--- config.mk ---
export PLATFORM = sky130hd
export DESIGN_NAME = svc_fifo
export DESIGN_NICKNAME = d
export VERILOG_FILES = /design/src/rtl/svc_fifo_pkg.sv /design/src/rtl/svc_fifo_dp.sv /design/src/rtl/svc_fifo_ctrl.sv /design/src/rtl/svc_fifo.sv
export SDC_FILE = /design/constraint.sdc
export NUM_CORES = 1
export LEC_CHECK = 0
export ABC_AREA = 1
export BUFFER_PORTS_ARGS = -buffer_cell sky130_fd_sc_hd__buf_2
export CORE_MARGIN = 8
export CORE_UTILIZATION = 30
export CTS_CLUSTER_SIZE = 40
export DETAILED_ROUTE_END_ITERATION = 10
export GPL_ROUTABILITY_DRIVEN = 0
export GPL_TIMING_DRIVEN = 1
export PLACE_DENSITY = 0.47
export SETUP_SLACK_MARGIN = 0.3
export SYNTH_ARGS = -nofsm -noshare
export SYNTH_HDL_FRONTEND = slang
export SYNTH_SLANG_ARGS = --single-unit
--- constraint.sdc ---
create_clock -name clk -period 3 [get_ports clk]
set_input_delay 0.15 -clock clk [delete_from_list [all_inputs] [get_ports clk]]
set_output_delay 0.15 -clock clk [all_outputs]
set_load 0.1 [all_outputs]
--- src/rtl/svc_fifo_pkg.sv ---
package svc_fifo_pkg;

  // Strobes from the control block to the datapath
  typedef struct packed {
    logic push;
    logic pop;
  } fifoStrobe_t;

  // Registered service outputs
  typedef struct packed {
    logic rxReq;
    logic stsFull;
    logic txReq;
    logic stsEmpty;
  } svcOut_t;

endpackage

--- src/rtl/svc_fifo_dp.sv ---
module svc_fifo_dp
  import svc_fifo_pkg::*;
#(
  parameter int DATA_W = 16,
  parameter int DEPTH  = 32,
  localparam int PTR_W = $clog2(DEPTH),
  localparam int CNT_W = PTR_W + 1
) (
  input  logic              clk,
  input  logic              rstN,
  input  fifoStrobe_t       strb,
  input  logic [DATA_W-1:0] pushData,
  output logic [DATA_W-1:0] popData,
  output logic [CNT_W-1:0]  count
);

  logic [DATA_W-1:0] mem [DEPTH];
  logic [PTR_W-1:0]  head;
  logic [PTR_W-1:0]  wrSlot;

  // DEPTH is a power of two, so the slot index wraps naturally
  assign wrSlot  = head + count[PTR_W-1:0];
  assign popData = mem[head];

  always_ff @(posedge clk) begin
    if (strb.push) mem[wrSlot] <= pushData;
  end

  always_ff @(posedge clk or negedge rstN) begin
    if (!rstN) begin
      head  <= '0;
      count <= '0;
    end else begin
      if (strb.pop) head <= head + PTR_W'(1);
      count <= count + CNT_W'(strb.push) - CNT_W'(strb.pop);
    end
  end

  // occupancy bounded by the storage depth
  a_r4_no_overflow: assert property (@(posedge clk) disable iff (!rstN)
    count <= CNT_W'(DEPTH));

  // a full buffer without a pop stays full
  a_r4_full_hold: assert property (@(posedge clk) disable iff (!rstN)
    (count == CNT_W'(DEPTH) && !strb.pop) |=> count == CNT_W'(DEPTH));

  // simultaneous push and pop keep occupancy
  a_r6_net_zero: assert property (@(posedge clk) disable iff (!rstN)
    (strb.push && strb.pop) |=> $stable(count));

endmodule

--- src/rtl/svc_fifo_ctrl.sv ---
module svc_fifo_ctrl
  import svc_fifo_pkg::*;
#(
  parameter int DEPTH = 32,
  parameter int CFG_W = 16,
  localparam int PTR_W = $clog2(DEPTH),
  localparam int CNT_W = PTR_W + 1,
  localparam int RX_EN_BIT = 15,
  localparam int AF_LSB    = 8,
  localparam int TX_EN_BIT = 7,
  localparam int AE_LSB    = 0
) (
  input  logic             clk,
  input  logic             rstN,
  input  logic             pushEn,
  input  logic             popEn,
  input  logic             cfgWrEn,
  input  logic [CFG_W-1:0] cfgWrData,
  input  logic             xferActive,
  input  logic             dirRx,
  input  logic [CNT_W-1:0] count,
  output fifoStrobe_t      strb,
  output svcOut_t          svc,
  output logic [CFG_W-1:0] cfgRdData,
  output logic             underrun
);

  logic             rxDmaEn;
  logic             txDmaEn;
  logic [PTR_W-1:0] afLvl;
  logic [PTR_W-1:0] aeLvl;
  logic             isEmpty;
  logic             isFull;
  logic             overAf;
  logic             underAe;
  svcOut_t          svcNext;

  assign isEmpty = (count == '0);
  assign isFull  = (count == CNT_W'(DEPTH));
  assign overAf  = count > {1'b0, afLvl};
  assign underAe = count < {1'b0, aeLvl};

  assign strb.push = pushEn && !isFull;
  assign strb.pop  = popEn && !isEmpty;

  always_ff @(posedge clk or negedge rstN) begin
    if (!rstN) begin
      rxDmaEn <= 1'b0;
      txDmaEn <= 1'b0;
      afLvl   <= PTR_W'(DEPTH - 1);
      aeLvl   <= '0;
    end else if (cfgWrEn) begin
      rxDmaEn <= cfgWrData[RX_EN_BIT];
      txDmaEn <= cfgWrData[TX_EN_BIT];
      afLvl   <= cfgWrData[AF_LSB +: PTR_W];
      aeLvl   <= cfgWrData[AE_LSB +: PTR_W];
    end
  end

  always_comb begin
    cfgRdData = '0;
    cfgRdData[RX_EN_BIT] = rxDmaEn;
    cfgRdData[TX_EN_BIT] = txDmaEn;
    cfgRdData[AF_LSB +: PTR_W] = afLvl;
    cfgRdData[AE_LSB +: PTR_W] = aeLvl;
  end

  always_comb begin
    svcNext = '0;
    if (xferActive || !isEmpty) begin
      if (dirRx && overAf) begin
        if (rxDmaEn) svcNext.rxReq   = 1'b1;
        else         svcNext.stsFull = 1'b1;
      end
      if (!dirRx && underAe) begin
        if (txDmaEn) svcNext.txReq    = 1'b1;
        else         svcNext.stsEmpty = 1'b1;
      end
    end
  end

  always_ff @(posedge clk or negedge rstN) begin
    if (!rstN) begin
      svc      <= '0;
      underrun <= 1'b0;
    end else begin
      svc      <= svcNext;
      underrun <= popEn && isEmpty;
    end
  end

  // empty pop reports an underrun on the next cycle
  a_r5_underrun: assert property (@(posedge clk) disable iff (!rstN)
    (popEn && count == '0) |=> underrun);

  // the inactive direction's outputs stay low
  a_r9_rx_side_quiet: assert property (@(posedge clk) disable iff (!rstN)
    !dirRx |=> (!svc.rxReq && !svc.stsFull));
  a_r9_tx_side_quiet: assert property (@(posedge clk) disable iff (!rstN)
    dirRx |=> (!svc.txReq && !svc.stsEmpty));

  // idle and empty clears every service output
  a_r10_idle_clear: assert property (@(posedge clk) disable iff (!rstN)
    (!xferActive && count == '0) |=> (svc == '0));

  // receive request and flag never together
  a_r7_rx_exclusive: assert property (@(posedge clk) disable iff (!rstN)
    !(svc.rxReq && svc.stsFull));

  // transmit request and flag never together
  a_r8_tx_exclusive: assert property (@(posedge clk) disable iff (!rstN)
    !(svc.txReq && svc.stsEmpty));

endmodule

--- src/rtl/svc_fifo.sv ---
module svc_fifo
  import svc_fifo_pkg::*;
#(
  parameter int DATA_W = 16,
  parameter int DEPTH  = 32,
  parameter int CFG_W  = 16,
  localparam int CNT_W = $clog2(DEPTH) + 1
) (
  input  logic              clk,
  input  logic              rstN,
  input  logic              pushEn,
  input  logic [DATA_W-1:0] pushData,
  input  logic              popEn,
  output logic [DATA_W-1:0] popData,
  output logic              popUnderrun,
  input  logic              cfgWrEn,
  input  logic [CFG_W-1:0]  cfgWrData,
  output logic [CFG_W-1:0]  cfgRdData,
  input  logic              xferActive,
  input  logic              dirRx,
  output logic [CNT_W-1:0]  level,
  output logic              rxDmaReq,
  output logic              almostFullFlag,
  output logic              txDmaReq,
  output logic              almostEmptyFlag
);

  fifoStrobe_t strb;
  svcOut_t     svc;

  svc_fifo_ctrl #(.DEPTH(DEPTH), .CFG_W(CFG_W)) uCtrl (
    .clk(clk), .rstN(rstN), .pushEn(pushEn), .popEn(popEn),
    .cfgWrEn(cfgWrEn), .cfgWrData(cfgWrData), .xferActive(xferActive),
    .dirRx(dirRx), .count(level), .strb(strb), .svc(svc),
    .cfgRdData(cfgRdData), .underrun(popUnderrun)
  );

  svc_fifo_dp #(.DATA_W(DATA_W), .DEPTH(DEPTH)) uDp (
    .clk(clk), .rstN(rstN), .strb(strb), .pushData(pushData),
    .popData(popData), .count(level)
  );

  assign rxDmaReq        = svc.rxReq;
  assign almostFullFlag  = svc.stsFull;
  assign txDmaReq        = svc.txReq;
  assign almostEmptyFlag = svc.stsEmpty;

endmodule

* Word level (Yosys, flattened, before mapping)
Memory sizes are Yosys's and may differ from the RTL's. Cells that the tools add are included.
Operators by class: reduce and logical (&&, ||, !) cells 10, $add $sub $neg 4, equal/unequal tests 1, order comparisons 2, multiplexer cells 9
Operators by type and width (count):
- $add A6 B1 Y6 | 1
- $eq A6 B6 Y1 const B | 1
- $gt A6 B5 Y1 | 1
- $logic_not A6 Y1 | 1
- $lt A6 B5 Y1 | 1
- $mux W1 | 6
- $sub A6 B1 Y6 | 1
- $add A5 B1 Y5 const B | 1
- $add A5 B5 Y5 | 1
- $logic_and A1 B1 Y1 | 5
- $mux W2 | 2
- $mux W4 | 1
- $logic_not A1 Y1 | 3
- $logic_or A1 B1 Y1 | 1
Word-level totals: input port bits 39, output and inout bits 43, memories 1, logic and storage cells 38, bits in registers 28, memory bits (writable) 512
Memories:
- uDp.mem | words 32, width 16, rd ports 1, clocked after Yosys merged registers in 0, write ports 1, line svc_fifo_dp.sv:17 | logic [DATA_W-1:0] mem [DEPTH];

* Depth between registers and ports, before layout
word-level depth 5, mapped depth 15, mapped depth without buffers 15

* Hierarchy
Synthesis repeated with hierarchy kept, for this count alone.
Unflattened totals: cells, all modules 1982, area total of the unflattened synthesis 22671.7 sq um
Modules (own cells, without submodules):
- svc_fifo_dp | sequential area each 15650.0 sq um, instances 1, cells each 1853, area an instance 21674.5 sq um
- svc_fifo_ctrl | sequential area each 431.7 sq um, instances 1, cells each 129, area an instance 997.2 sq um

* Worst setup path before layout
Ideal clock, no wire load.
path type register -> register, from reg uDp.count[0], to mem uDp.mem[20][0], enable pin, stages on the path, launching flop included 10, period minus slack after synthesis 3.180 ns, path buffers 0, data required time 2.612 ns, arrival 2.792 ns, slack -0.180 ns, setup time 0.388 ns, cell sequence dfrtp_1 > ha_1 > fa_1 > nand3_1 > nand2_1 > nand2_1 > nand2_1 > inv_1 > nand3_1 > nor2_1
On the way: word-level cells in the longest chain between the ends 5, elaborated cells on any way between the ends 6, classes of those cells add/sub: 1; eq/ne: 1; mux: 2; reduce/logical: 2
Ends and longest elaborated chain:
- from (decl) | line svc_fifo_dp.sv:14 | output logic [CNT_W-1:0] count
- from (signal assigned) | line svc_fifo_dp.sv:35 | count <= count + CNT_W'(strb.push) - CNT_W'(strb.pop);
- $eq A6 B6 Y1 | line svc_fifo_ctrl.sv:39 | assign isFull = (count == CNT_W'(DEPTH));
- $logic_not A1 Y1 | line svc_fifo_ctrl.sv:43 | assign strb.push = pushEn && !isFull;
- $logic_and A1 B1 Y1 | line svc_fifo_ctrl.sv:43
- $mux W1 | line svc_fifo_dp.sv:26 | if (strb.push) mem[wrSlot] <= pushData;
- $mux W1 (implied by the code) | line svc_fifo_dp.sv:26
- to (decl) | line svc_fifo_dp.sv:17
Several ways; a longest one is shown, not always the timed one.

* Final worst setup path
from reg uDp.head[0], to out popData[7]
On the way: word-level cells in the longest chain between the ends 1
Ends and longest elaborated chain:
- from (decl) | line svc_fifo_dp.sv:18 | logic [PTR_W-1:0] head;
- from (signal assigned) | line svc_fifo_dp.sv:34 | if (strb.pop) head <= head + PTR_W'(1);
- $mem_v2 Z32 W16
- to (decl) | line svc_fifo.sv:14 | output logic [DATA_W-1:0] popData,
Every way passes these cells.

==> results.md <==
- Status: finished clean
- CTS tree: yes
- Worst-path clk slew: 60 ps
- Slew HR: 0.3974
- Min Hold Slack: 63.41 ps
- Core area: 0.07734 sq mm
- Post-synth EDFFs: 512
- Top delay family on crit path: buffers and inverters
- Comb pwr share: 0.535
- Hold_sp: pushEn
- # H-tree levels: 2
- Number of synthesized register bits: 540
- CP max stage delay: 490 ps
- WP buf/inv: 5
- Yosys warns: 0
- Largest net degree at the start of global routing: 56
- Synth top area cells: edfxtp_1 (66%), nand2_1 (12%), nand3_1 (6.9%)
- Worst Hold Depth: 4
- CTS Sinks: 540
- Initial Utilization: 0.3024
- DRT iter0 DRCs: 1361
- Hold path endpoint: uDp.count[0]
- Net Switching: 15.84 mW
- Share of cells above drive strength 1: 0.2251
- Clk_lat worst skew: 610 ps
- GRT Residual Overflow: 0
- Count of input and output buffers: 73
- Pint: 20.21 mW
- DRC violations left: 0
- Most numerous cell in the Yosys netlist: nand2_1
- Synth top area share: 0.6574
- Main flop type after synthesis: edfxtp_1
- Slowest cell on the critical path: dfrtp_4
- Min-delay worst type: input port to flip-flop
- Gr usage total: 0.1600
- Slew @ Worst Pin: 903.9 ps
- Die ar.: 0.08715 sq mm
- Beginning of the critical path: uDp.head[0]
- CTS Root Cell: clkbuf_16
- # rows: 102
- Critical Path, Cell by Cell: buf_6 -> clkbuf_16 -> buf_16 -> nand2_1 -> nand3_1 -> nand3_2 -> nand3_2 -> nand2_2 -> nand2_2 -> inv_2 -> buf_12
- Layout area overhead: 30.09%
- Power after layout: 36.05 mW
- Final Slew Violations: 0
- Synth area leader: edfxtp_1
- Pleak: 12.21 nW
- Die Span Y: 295.2 um
- Crit path arrival time: 2620 ps
- Hold Fails Final Rpt: 0
- Syn_area_per_cell: 10.64 sq um
- Switch share: 0.4393
- Worst r2r path cells: 10
- Critical path launch point type: flip-flop
- WL final: 72280 um
- Syn Std Cell Area: 0.02339 sq mm
- Maximum vdd ir drop: 1.431 mV
- Critical path fanouts, max: 16
- Worst endpoint required time: 2850 ps
- Reg power frac: 0.276
- WL/cell: 20.70 um
- Top cells by count, synth: nand2_1 (736), edfxtp_1 (512), nand3_1 (323), inv_1 (292), nor2_1 (78)
- # setup viols final: 0
- Bufs on Longest Clock Path: 3
- Maxcap violations: 0
- Yosys cell types: 31
- R2R setup slack: 370 ps
- CTS Buf Count: 58
- Crit path capture type: primary output
- Vias: 16.21k
- Via/cell ratio: 4.641
- Routed Antenna Nets: 0
- Pwr per Cell Area: 1185 mW/mm^2
- Final nets: 2469
- IO Pins: 82
- Worst Skew: 21.99 ps
- Setup_tns: 0 ps
- Clock power share: 0.189
- Vias in the first global route: 15.94k
- Worst R2R Start: uDp.count[2]
- Iteration count of the initial detailed-routing pass: 5
- Minimum clock period: 2769 ps
- Mapped Cells: 2199
- Fmax: 361.1 MHz
- First-pass GRT wire length: 103700 um
- Diodes inserted: 0
- Initial antenna violation count: 0
- Unrepaired setup endpoints after global routing: yes
- Post-DP HPWL: 38010 um
- Seq/Total Area, Yosys: 0.6876
- Die X: 295.2 um
- RR Endpoint: uDp.mem[12][6]
- Worst Setup Path Type: flip-flop to primary output
- Final Cycle Share: 0.9231
- Async S/R FF share, synth: 0.05185
[flip-flops by register name, summed over array words and instances, names as in the netlist]
signal / count
uCtrl.aeLvl: 5
uCtrl.afLvl: 5
uCtrl.rxDmaEn: 1
uCtrl.svc: 4
uCtrl.txDmaEn: 1
uCtrl.underrun: 1
uDp.count: 6
uDp.head: 5
uDp.mem: 512
[logic make-up (layout without fill, tap and decap cells)]
kind of cell | Yosys count | in the layout | share of synthesized area
simple gates | 1144 | 1144 | 0.2017
flops | 540 | 540 | 0.6876
buf+inv | 407 | 657 | 0.07511
compound gates | 71 | 71 | 0.01717
fa+ha+maj | 25 | 25 | 0.01402
xor+xnor | 10 | 10 | 0.003745
other cells | 1 | 4 | 0.0001603
mux | 1 | 1 | 0.0004815
[power groups by stage]
stage	registers [mW]	clock network (mW)	logic [mW]
floorplan	10.5	0	8.74
global placement	10.1	0	14.6
detailed placement	10.1	0	14.7
CTS	9.96	6.98	17.7
global route	10.1	7.26	20.5
finish	9.97	6.81	19.3
[how the worst max path moves through the flow]
stage	endpoint	cells after the start	slack (ps)
after floorplan	uDp.mem[20][0]	9	250
after global placement	uDp.mem[7][7]	6	370
after detailed placement	uDp.count[4]	15	300
after CTS	popData[15]	14	170
after global routing	popData[14]	14	110
final	popData[7]	11	230
[routing by layer]
layer  GRT usage  vias up  share of wire
li1            -     7666              -
met2      0.2681      414           0.48
met5           0        -              0
met1      0.2158     8027           0.45
met4     0.04538        0          0.023
met3     0.02259       98          0.047
[cell usage in the layout (no fill, tap or decap), types with 17 or more instances in the layout]
cell,synthesis,routed
inv_1,292,270
clkbuf_1,15,19
buf_4,18,44
a21oi_2,0,18
nor2_4,0,22
nor2_1,78,25
nand2_2,0,63
nor2_2,0,31
buf_2,64,57
o211ai_1,17,17
clkbuf_16,0,71
nand2_1,736,662
inv_2,1,19
buf_12,0,54
nand3_2,0,58
buf_16,0,28
nand3_1,323,253
dlygate4sd3_1,0,38
ha_1,23,20
a21oi_1,37,19
edfxtp_1,512,512
[area by class of cell]
type / instances / area [sq um]
fill: 7443 / 46910
clock buffer: 77 / 1523
sequential: 540 / 16100
inverter: 295 / 1142
clock inverter: 30 / 261.5
timing repair buffer: 252 / 3447
tap: 1040 / 1301
multi-input combinational: 1255 / 6593
timing repair inverter: 3 / 55.05
[stage by stage]
stage / cell area [sq um] / worst slack [ps] / util / instances
floorplan: 23490 / 250.0 / - / 2202
global placement: 25840 / 372.2 / 0.3342 / 3286
detailed placement: 25840 / 304.6 / 0.3342 / 3286
CTS: 29530 / 173.5 / 0.3818 / 3471
global route: 30430 / 107.9 / 0.3934 / 3492
finish: 30430 / 230.7 / 0.3934 / 3492
[repair_timing]
action	in CTS	in global routing
gates resized for setup	191	130
pin swaps	57	76
hold buffers	38	0
gates cloned	22	13
setup buffers	18	8
endpoints found under the setup margin	17	529
hold endpoints to repair	48	0
[worst min-delay path: cells and delay by family]
family	cells	cell delay (ps)
buffers and inverters	2	230
adders and majority gates	1	190
and+or+nand+nor	1	60
(Power assumes the default switching activity.)
